$ cat src/rtl/adcser_pkg.sv
`timescale 1ns/1ps
package adcser_pkg;

    typedef enum logic [1:0] {
        SEL_NORM = 2'b00,
        SEL_PATA = 2'b01,
        SEL_PATB = 2'b10,
        SEL_ALT  = 2'b11
    } tsel_e;

    typedef enum logic [1:0] {
        ST_OFF,
        ST_HOLD,
        ST_LOAD,
        ST_SHIFT
    } ser_st_e;

    typedef struct packed {
        logic [1:0] fmt;
        logic       inv;
        logic [2:0] len_code;
        logic       lsb_first;
        logic       pwr_down;
        logic       out_rst;
    } ctl_s;

    localparam int ADR_FMT  = 0;
    localparam int ADR_SER  = 1;
    localparam int ADR_CHN  = 2;
    localparam int ADR_PATA = 4;

endpackage

$ cat src/rtl/adcser_regs.sv
`timescale 1ns/1ps
module adcser_regs
    import adcser_pkg::*;
#(
    parameter int ADDR_W = 4,
    parameter int DATA_W = 8,
    parameter int PAT_W  = 16
) (
    input  logic              clk,
    input  logic              rst_n,
    input  logic              we,
    input  logic [ADDR_W-1:0] addr,
    input  logic [DATA_W-1:0] wdata,
    output ctl_s              ctl,
    output logic [PAT_W-1:0]  pat_a,
    output logic [PAT_W-1:0]  pat_b
);
    localparam int HI_W = PAT_W - DATA_W;
    localparam int NPAT = 2;

    logic [PAT_W-1:0] pat_q [NPAT];

    always_ff @(posedge clk) begin
        if (!rst_n) begin
            ctl <= '0;
        end else if (we) begin
            if (addr == ADDR_W'(ADR_FMT)) begin
                ctl.fmt <= wdata[1:0];
                ctl.inv <= wdata[2];
            end
            if (addr == ADDR_W'(ADR_SER)) begin
                ctl.len_code  <= wdata[2:0];
                ctl.lsb_first <= wdata[3];
            end
            if (addr == ADDR_W'(ADR_CHN)) begin
                ctl.pwr_down <= wdata[0];
                ctl.out_rst  <= wdata[1];
            end
        end
    end

    for (genvar g = 0; g < NPAT; g++) begin : g_pat
        always_ff @(posedge clk) begin
            if (!rst_n) begin
                pat_q[g] <= '0;
            end else if (we) begin
                if (addr == ADDR_W'(ADR_PATA + 2*g))
                    pat_q[g][DATA_W-1:0] <= wdata;
                if (addr == ADDR_W'(ADR_PATA + 2*g + 1))
                    pat_q[g][PAT_W-1:DATA_W] <= wdata[HI_W-1:0];
            end
        end
    end

    assign pat_a = pat_q[0];
    assign pat_b = pat_q[1];
endmodule

$ cat src/rtl/adcser_word.sv
`timescale 1ns/1ps
module adcser_word
    import adcser_pkg::*;
#(
    parameter int SMP_W = 14,
    parameter int PAT_W = 16,
    parameter int LEN_W = $clog2(PAT_W + 1)
) (
    input  logic             clk,
    input  logic             rst_n,
    input  logic [SMP_W-1:0] sample,
    input  ctl_s             ctl,
    input  tsel_e            tsel,
    input  logic [PAT_W-1:0] pat_a,
    input  logic [PAT_W-1:0] pat_b,
    input  logic             cap,
    input  logic             quiet,
    output logic [PAT_W-1:0] nxt_word,
    output logic [LEN_W-1:0] nxt_len
);
    localparam int PAD_W = PAT_W - SMP_W;

    logic             alt_q;
    logic [SMP_W-1:0] conv;
    logic [PAT_W-1:0] src;
    logic [PAT_W-1:0] rev;
    logic [PAT_W-1:0] shr;

    // A/B phase: cleared outside alternation and while the channel is idle
    always_ff @(posedge clk) begin
        if (!rst_n || quiet || tsel != SEL_ALT)
            alt_q <= 1'b0;
        else if (cap)
            alt_q <= ~alt_q;
    end

    always_comb begin
        unique case (ctl.len_code)
            3'b001:  nxt_len = LEN_W'(8);
            3'b010:  nxt_len = LEN_W'(10);
            3'b011:  nxt_len = LEN_W'(12);
            default: nxt_len = LEN_W'(SMP_W);
        endcase
    end

    always_comb begin
        conv = sample;
        if (ctl.fmt == 2'b01)
            conv[SMP_W-1] = ~sample[SMP_W-1];
    end

    always_comb begin
        unique case (tsel)
            SEL_NORM: src = {conv, {PAD_W{1'b0}}};
            SEL_PATA: src = pat_a;
            SEL_PATB: src = pat_b;
            SEL_ALT:  src = alt_q ? pat_b : pat_a;
        endcase
    end

    // send order: bit 0 of nxt_word is transmitted first
    for (genvar g = 0; g < PAT_W; g++) begin : g_rev
        assign rev[g] = src[PAT_W-1-g];
    end

    assign shr      = src >> (LEN_W'(PAT_W) - nxt_len);
    assign nxt_word = (ctl.lsb_first ? shr : rev) ^ {PAT_W{ctl.inv}};
endmodule

$ cat src/rtl/adcser_shift.sv
`timescale 1ns/1ps
module adcser_shift
    import adcser_pkg::*;
#(
    parameter int PAT_W = 16,
    parameter int LEN_W = $clog2(PAT_W + 1)
) (
    input  logic             clk,
    input  logic             rst_n,
    input  logic             pwr_down,
    input  logic             out_rst,
    input  logic [PAT_W-1:0] nxt_word,
    input  logic [LEN_W-1:0] nxt_len,
    output logic             ser_data,
    output logic             frame_mark,
    output logic             bit_en,
    output logic             cap,
    output logic             quiet,
    output logic [LEN_W-1:0] word_len
);
    ser_st_e          state, state_nx;
    logic [PAT_W-1:0] sh_word;
    logic [LEN_W-1:0] cnt;
    logic [LEN_W-1:0] half;
    logic             last_bit;

    assign half     = (word_len + LEN_W'(1)) >> 1;
    assign last_bit = (cnt == word_len - LEN_W'(1));

    always_comb begin
        state_nx = state;
        unique case (state)
            ST_OFF: begin
                if (!pwr_down) state_nx = out_rst ? ST_HOLD : ST_LOAD;
            end
            ST_HOLD: begin
                if (pwr_down)     state_nx = ST_OFF;
                else if (!out_rst) state_nx = ST_LOAD;
            end
            ST_LOAD: begin
                if (pwr_down)     state_nx = ST_OFF;
                else if (out_rst) state_nx = ST_HOLD;
                else              state_nx = ST_SHIFT;
            end
            ST_SHIFT: begin
                if (pwr_down)     state_nx = ST_OFF;
                else if (out_rst) state_nx = ST_HOLD;
            end
        endcase
    end

    always_ff @(posedge clk) begin
        if (!rst_n) state <= ST_LOAD;
        else        state <= state_nx;
    end

    assign cap = !pwr_down && !out_rst &&
                 (state == ST_LOAD || (state == ST_SHIFT && last_bit));

    always_ff @(posedge clk) begin
        if (!rst_n) begin
            sh_word  <= '0;
            word_len <= '0;
            cnt      <= '0;
        end else if (cap) begin
            sh_word  <= nxt_word;
            word_len <= nxt_len;
            cnt      <= '0;
        end else if (state == ST_SHIFT) begin
            sh_word  <= sh_word >> 1;
            cnt      <= cnt + LEN_W'(1);
        end
    end

    always_comb begin
        bit_en     = 1'b0;
        ser_data   = 1'b0;
        frame_mark = 1'b0;
        quiet      = 1'b0;
        unique case (state)
            ST_OFF, ST_HOLD: quiet = 1'b1;
            ST_LOAD: ;
            ST_SHIFT: begin
                bit_en     = 1'b1;
                ser_data   = sh_word[0];
                frame_mark = (cnt < half);
            end
        endcase
    end
endmodule

$ cat src/rtl/adcser_top.sv
`timescale 1ns/1ps
module adcser_top
    import adcser_pkg::*;
#(
    parameter int SMP_W  = 14,
    parameter int ADDR_W = 4,
    parameter int DATA_W = 8,
    parameter int PAT_W  = 2 * DATA_W,
    parameter int LEN_W  = $clog2(PAT_W + 1)
) (
    input  logic              clk,
    input  logic              rst_n,
    input  logic              reg_we,
    input  logic [ADDR_W-1:0] reg_addr,
    input  logic [DATA_W-1:0] reg_wdata,
    input  logic [1:0]        test_sel,
    input  logic [SMP_W-1:0]  sample_in,
    output logic              ser_data,
    output logic              frame_mark,
    output logic              bit_en
);
    ctl_s             ctl;
    logic [PAT_W-1:0] pat_a, pat_b;
    logic [PAT_W-1:0] nxt_word;
    logic [LEN_W-1:0] nxt_len;
    logic [LEN_W-1:0] word_len;
    logic             cap, quiet;
    logic             ch_pd, ch_orst;
    tsel_e            tsel;

    assign tsel    = tsel_e'(test_sel);
    assign ch_pd   = ctl.pwr_down;
    assign ch_orst = ctl.out_rst;

    adcser_regs #(.ADDR_W(ADDR_W), .DATA_W(DATA_W), .PAT_W(PAT_W)) u_regs (
        .clk(clk), .rst_n(rst_n), .we(reg_we), .addr(reg_addr),
        .wdata(reg_wdata), .ctl(ctl), .pat_a(pat_a), .pat_b(pat_b)
    );

    adcser_word #(.SMP_W(SMP_W), .PAT_W(PAT_W), .LEN_W(LEN_W)) u_word (
        .clk(clk), .rst_n(rst_n), .sample(sample_in), .ctl(ctl),
        .tsel(tsel), .pat_a(pat_a), .pat_b(pat_b), .cap(cap),
        .quiet(quiet), .nxt_word(nxt_word), .nxt_len(nxt_len)
    );

    adcser_shift #(.PAT_W(PAT_W), .LEN_W(LEN_W)) u_shift (
        .clk(clk), .rst_n(rst_n), .pwr_down(ch_pd), .out_rst(ch_orst),
        .nxt_word(nxt_word), .nxt_len(nxt_len), .ser_data(ser_data),
        .frame_mark(frame_mark), .bit_en(bit_en), .cap(cap),
        .quiet(quiet), .word_len(word_len)
    );
endmodule

$ cat config.mk
export PLATFORM = sky130hd
export DESIGN_NAME = adcser_top
export DESIGN_NICKNAME = d
export VERILOG_FILES = /design/src/rtl/adcser_pkg.sv /design/src/rtl/adcser_regs.sv /design/src/rtl/adcser_word.sv /design/src/rtl/adcser_shift.sv /design/src/rtl/adcser_top.sv
export SDC_FILE = /design/constraint.sdc
export NUM_CORES = 1
export LEC_CHECK = 0
export BUFFER_PORTS_ARGS = -buffer_cell sky130_fd_sc_hd__clkbuf_2
export CORE_AREA = 3 3 108 79
export DETAILED_ROUTE_END_ITERATION = 10
export DIE_AREA = 0 0 111 82
export MAX_ROUTING_LAYER = met4
export PLACE_DENSITY = 0.86
export SLEW_MARGIN = 15
export SYNTH_ARGS = -nofsm -noshare
export SYNTH_HDL_FRONTEND = slang
export SYNTH_SLANG_ARGS = --single-unit
$ cat constraint.sdc
create_clock -name clk -period 2.05 [get_ports clk]
set_input_delay 0.3075 -clock clk [delete_from_list [all_inputs] [get_ports clk]]
set_output_delay 0.3075 -clock clk [all_outputs]
set_load 0.1 [all_outputs]
==> results.ini <==
[sta]
fmax_ghz=0.489
min_period_ns=2.04
finalWorstSetupSlack_ns=0.00575
hold_viol_final=0
clock_skew_ns=0.00800
setup_viol=0
slew_violations=0
rsz0062_at_grt=yes
finalSetupTns_ns=0
tightest_slew_ns=0.628
slew_headroom_pct=57.9
fin_hold_ws_ns=0.264
period_share_pct=99.7

[final_layout]
stdcell_area_um2=5290
layout.nets=558
fillerInstances=587
utilization_pct=69.0
drive_above_1_share_pct=33.5
instances_no_fill=629
synthToLayoutAreaGrowth_pct=29.6
antenna_cells=0

[placed_design]
placed_area_um2=4780
post-place-cells=605
pre_cts_ws_ns=-0.201
hpwl_um=8590
gp_congestion=0.945
port_buffers=33

[pwr]
p_per_area_nw_per_um2=679
swShare_pct=28.4
power.switching_mw=1.02
power_frac_comb_pct=22.2
peakVddDrop_v=0.000480
internal-power_mw=2.57
clockPowerShare_pct=34.4
p_leak_nw=2.17
power_mw=3.59
p_seq_share_pct=43.3

[worst_setup_path]
cp-start-kind=flop
regToRegStartpoint=u_shift.word_len[1]
timing.rr.end=u_shift.word_len[2]
critPathCaptureType=flop
arrival_ns=2.29
reg2reg_depth=10
reg2reg_setup_slack_ns=0.006
critical_path.max_fanout=6
required_ns=2.29
path_class=reg2reg

[routing]
drc=0
post_drt_wl_per_cell_um=19.4
drt_iter0_drc=285
drt_pre_antenna_iters=5
vias=3769
ant_nets=0
routed_wl_um=12200
via_per_inst=5.99

[job]
drv_cap=0

[die]
rows=27
die_w_um=111
dieArea_um2=9100
core_region_area_um2=7670
ios=34
die_h_um=82
initial_core_util_pct=53.2

[grt]
grt_overflow=0
grt_pass1_wl_um=18300
antenna_found_initial=0
grt_max_degree=30
grt_pass1_vias=3560
track_usage_pct=26.6

[synth]
async_reset_ff_share_pct=0
netlist_area_um2=4080
synth_area_leaders=edfxtp_1 24%, dfxtp_1 18%, and2_1 5.1%, nand2_1 4.7%, mux2i_1 4.7%
synth_top_cell_area_share_pct=23.5
syn_nets=470
ys.flop_type=dfxtp_1
synth_top_area_cell=edfxtp_1
syn-instance-count=435
synth_cell_type_count=68
yosys_warnings=0
avgSynthCellArea_um2=9.38
synth-seq-cells=68
seq_area_frac_synth_pct=41.2
synth_edf_count=32

[min_path]
hold_path_end=u_regs.pat_q[0][4]
hold_path_depth=2
hp-class=in2reg
worstHoldStart=reg_wdata[4]

[clocking]
cts_buffer_depth=2
root_buffer=clkbuf_8
cts.sinks=68
cts_hold_buf=0
cts_max_level=3
cts_made_buffers=9
tritoncts=built
insertion_delay_ns=0.35
clkTransAtPathRegs_ns=0.08

[run_status]
status=completed

-- synthesized netlist by cell type, drive strengths merged, types with 6 or more instances --
master / count
a21oi: 11
and2: 33
buf: 11
clkbuf: 16
dfxtp: 36
edfxtp: 32
inv: 11
mux2: 16
mux2i: 19
nand2: 51
nand2b: 9
nand3: 9
nor2: 36
nor3: 11
o21a: 7
o21ai: 19
o32a: 8
o32ai: 6
xnor2: 16
xor2: 7
-- final cells by class --
cell class,count,area (um2),area share (%)
Multi-Input combinational cell,328,2400,45.4
Inverter,12,45.0,0.852
Clock inverter,5,86.3,1.63
Clock buffer,11,131,2.48
Sequential cell,68,1690,32.0
Timing Repair Buffer,104,807,15.3
Tap cell,101,126,2.39
-- worst max-delay path by stage --
stage	cells past startpoint	endpoint	from
after CTS	9	u_shift.sh_word[5]	u_shift.word_len[1]
after global placement	9	u_shift.sh_word[0]	test_sel[0]
after detailed placement	9	u_shift.sh_word[0]	test_sel[0]
after global routing	10	u_shift.word_len[2]	u_shift.word_len[1]
after floorplan	9	u_shift.sh_word[0]	test_sel[0]
final	10	u_shift.word_len[2]	u_shift.word_len[1]
-- logic make-up after synthesis --
family          count (synthesis)  synth area share [%]
simple gates                  171                  20.8
compound gates                 95                  17.9
xor+xnor                       23                  4.94
mux                            35                  9.44
flops                          68                  41.2
fa+ha+maj                       4                  1.23
buf+inv                        39                  4.54
-- registers in the layout (all words and copies together), names as in the netlist --
signal / count
u_shift.cnt: 5
u_shift.sh_word: 16
u_word.alt_q: 1
u_shift.state: 2
u_regs.pat_q: 32
u_regs.ctl: 9
u_shift.word_len: 3
-- layer usage --
metal | vias to the layer above | routed length [um] | track usage (%)
met4 | 0 | 214 | 6.89
met2 | 180 | 5280 | 39.5
met3 | 25 | 1080 | 6.41
met1 | 1801 | 5620 | 36.8
li1 | 1763 | - | -
met5 | - | 0 | -
-- cells in the final DEF, fill, tap and decap left out, types with 8 or more instances in the layout --
cell type / n
clkbuf_2: 31
nor2_1: 35
buf_4: 63
o32a_1: 8
nand2_1: 50
nand3_1: 9
clkbuf_8: 9
mux2i_1: 19
dfxtp_1: 29
edfxtp_1: 32
and2_1: 33
a21oi_1: 8
o21ai_0: 11
nand2b_1: 9
xnor2_1: 13
-- power by group through the flow --
stage / logic, mW / clock network [mW] / registers [mW]
after CTS: 0.692 / 1.24 / 1.55
after global routing: 0.856 / 1.31 / 1.56
after detailed placement: 0.683 / 0 / 1.58
after floorplan: 0.437 / 0 / 1.56
final: 0.799 / 1.24 / 1.56
after global placement: 0.668 / 0 / 1.58
-- critical path: stages, from the launching register on --
cell and delay (ns):
dfxtp_2 0.35, inv_2 0.05, ha_4 0.16, xnor2_2 0.14, xnor2_2 0.22, nor4_4 0.07, a21oi_4 0.33, buf_12 0.17
buf_6 0.14, nor3_2 0.05, a211oi_1 0.26
-- repair_timing --
action | in CTS | in global routing
resized for setup | 10 | 40
cloned | 0 | 2
endpoints found under the setup margin | 10 | 15
buffers inserted | 1 | 8
pin swaps | 6 | 16
Power figures use the tool's default switching activity.
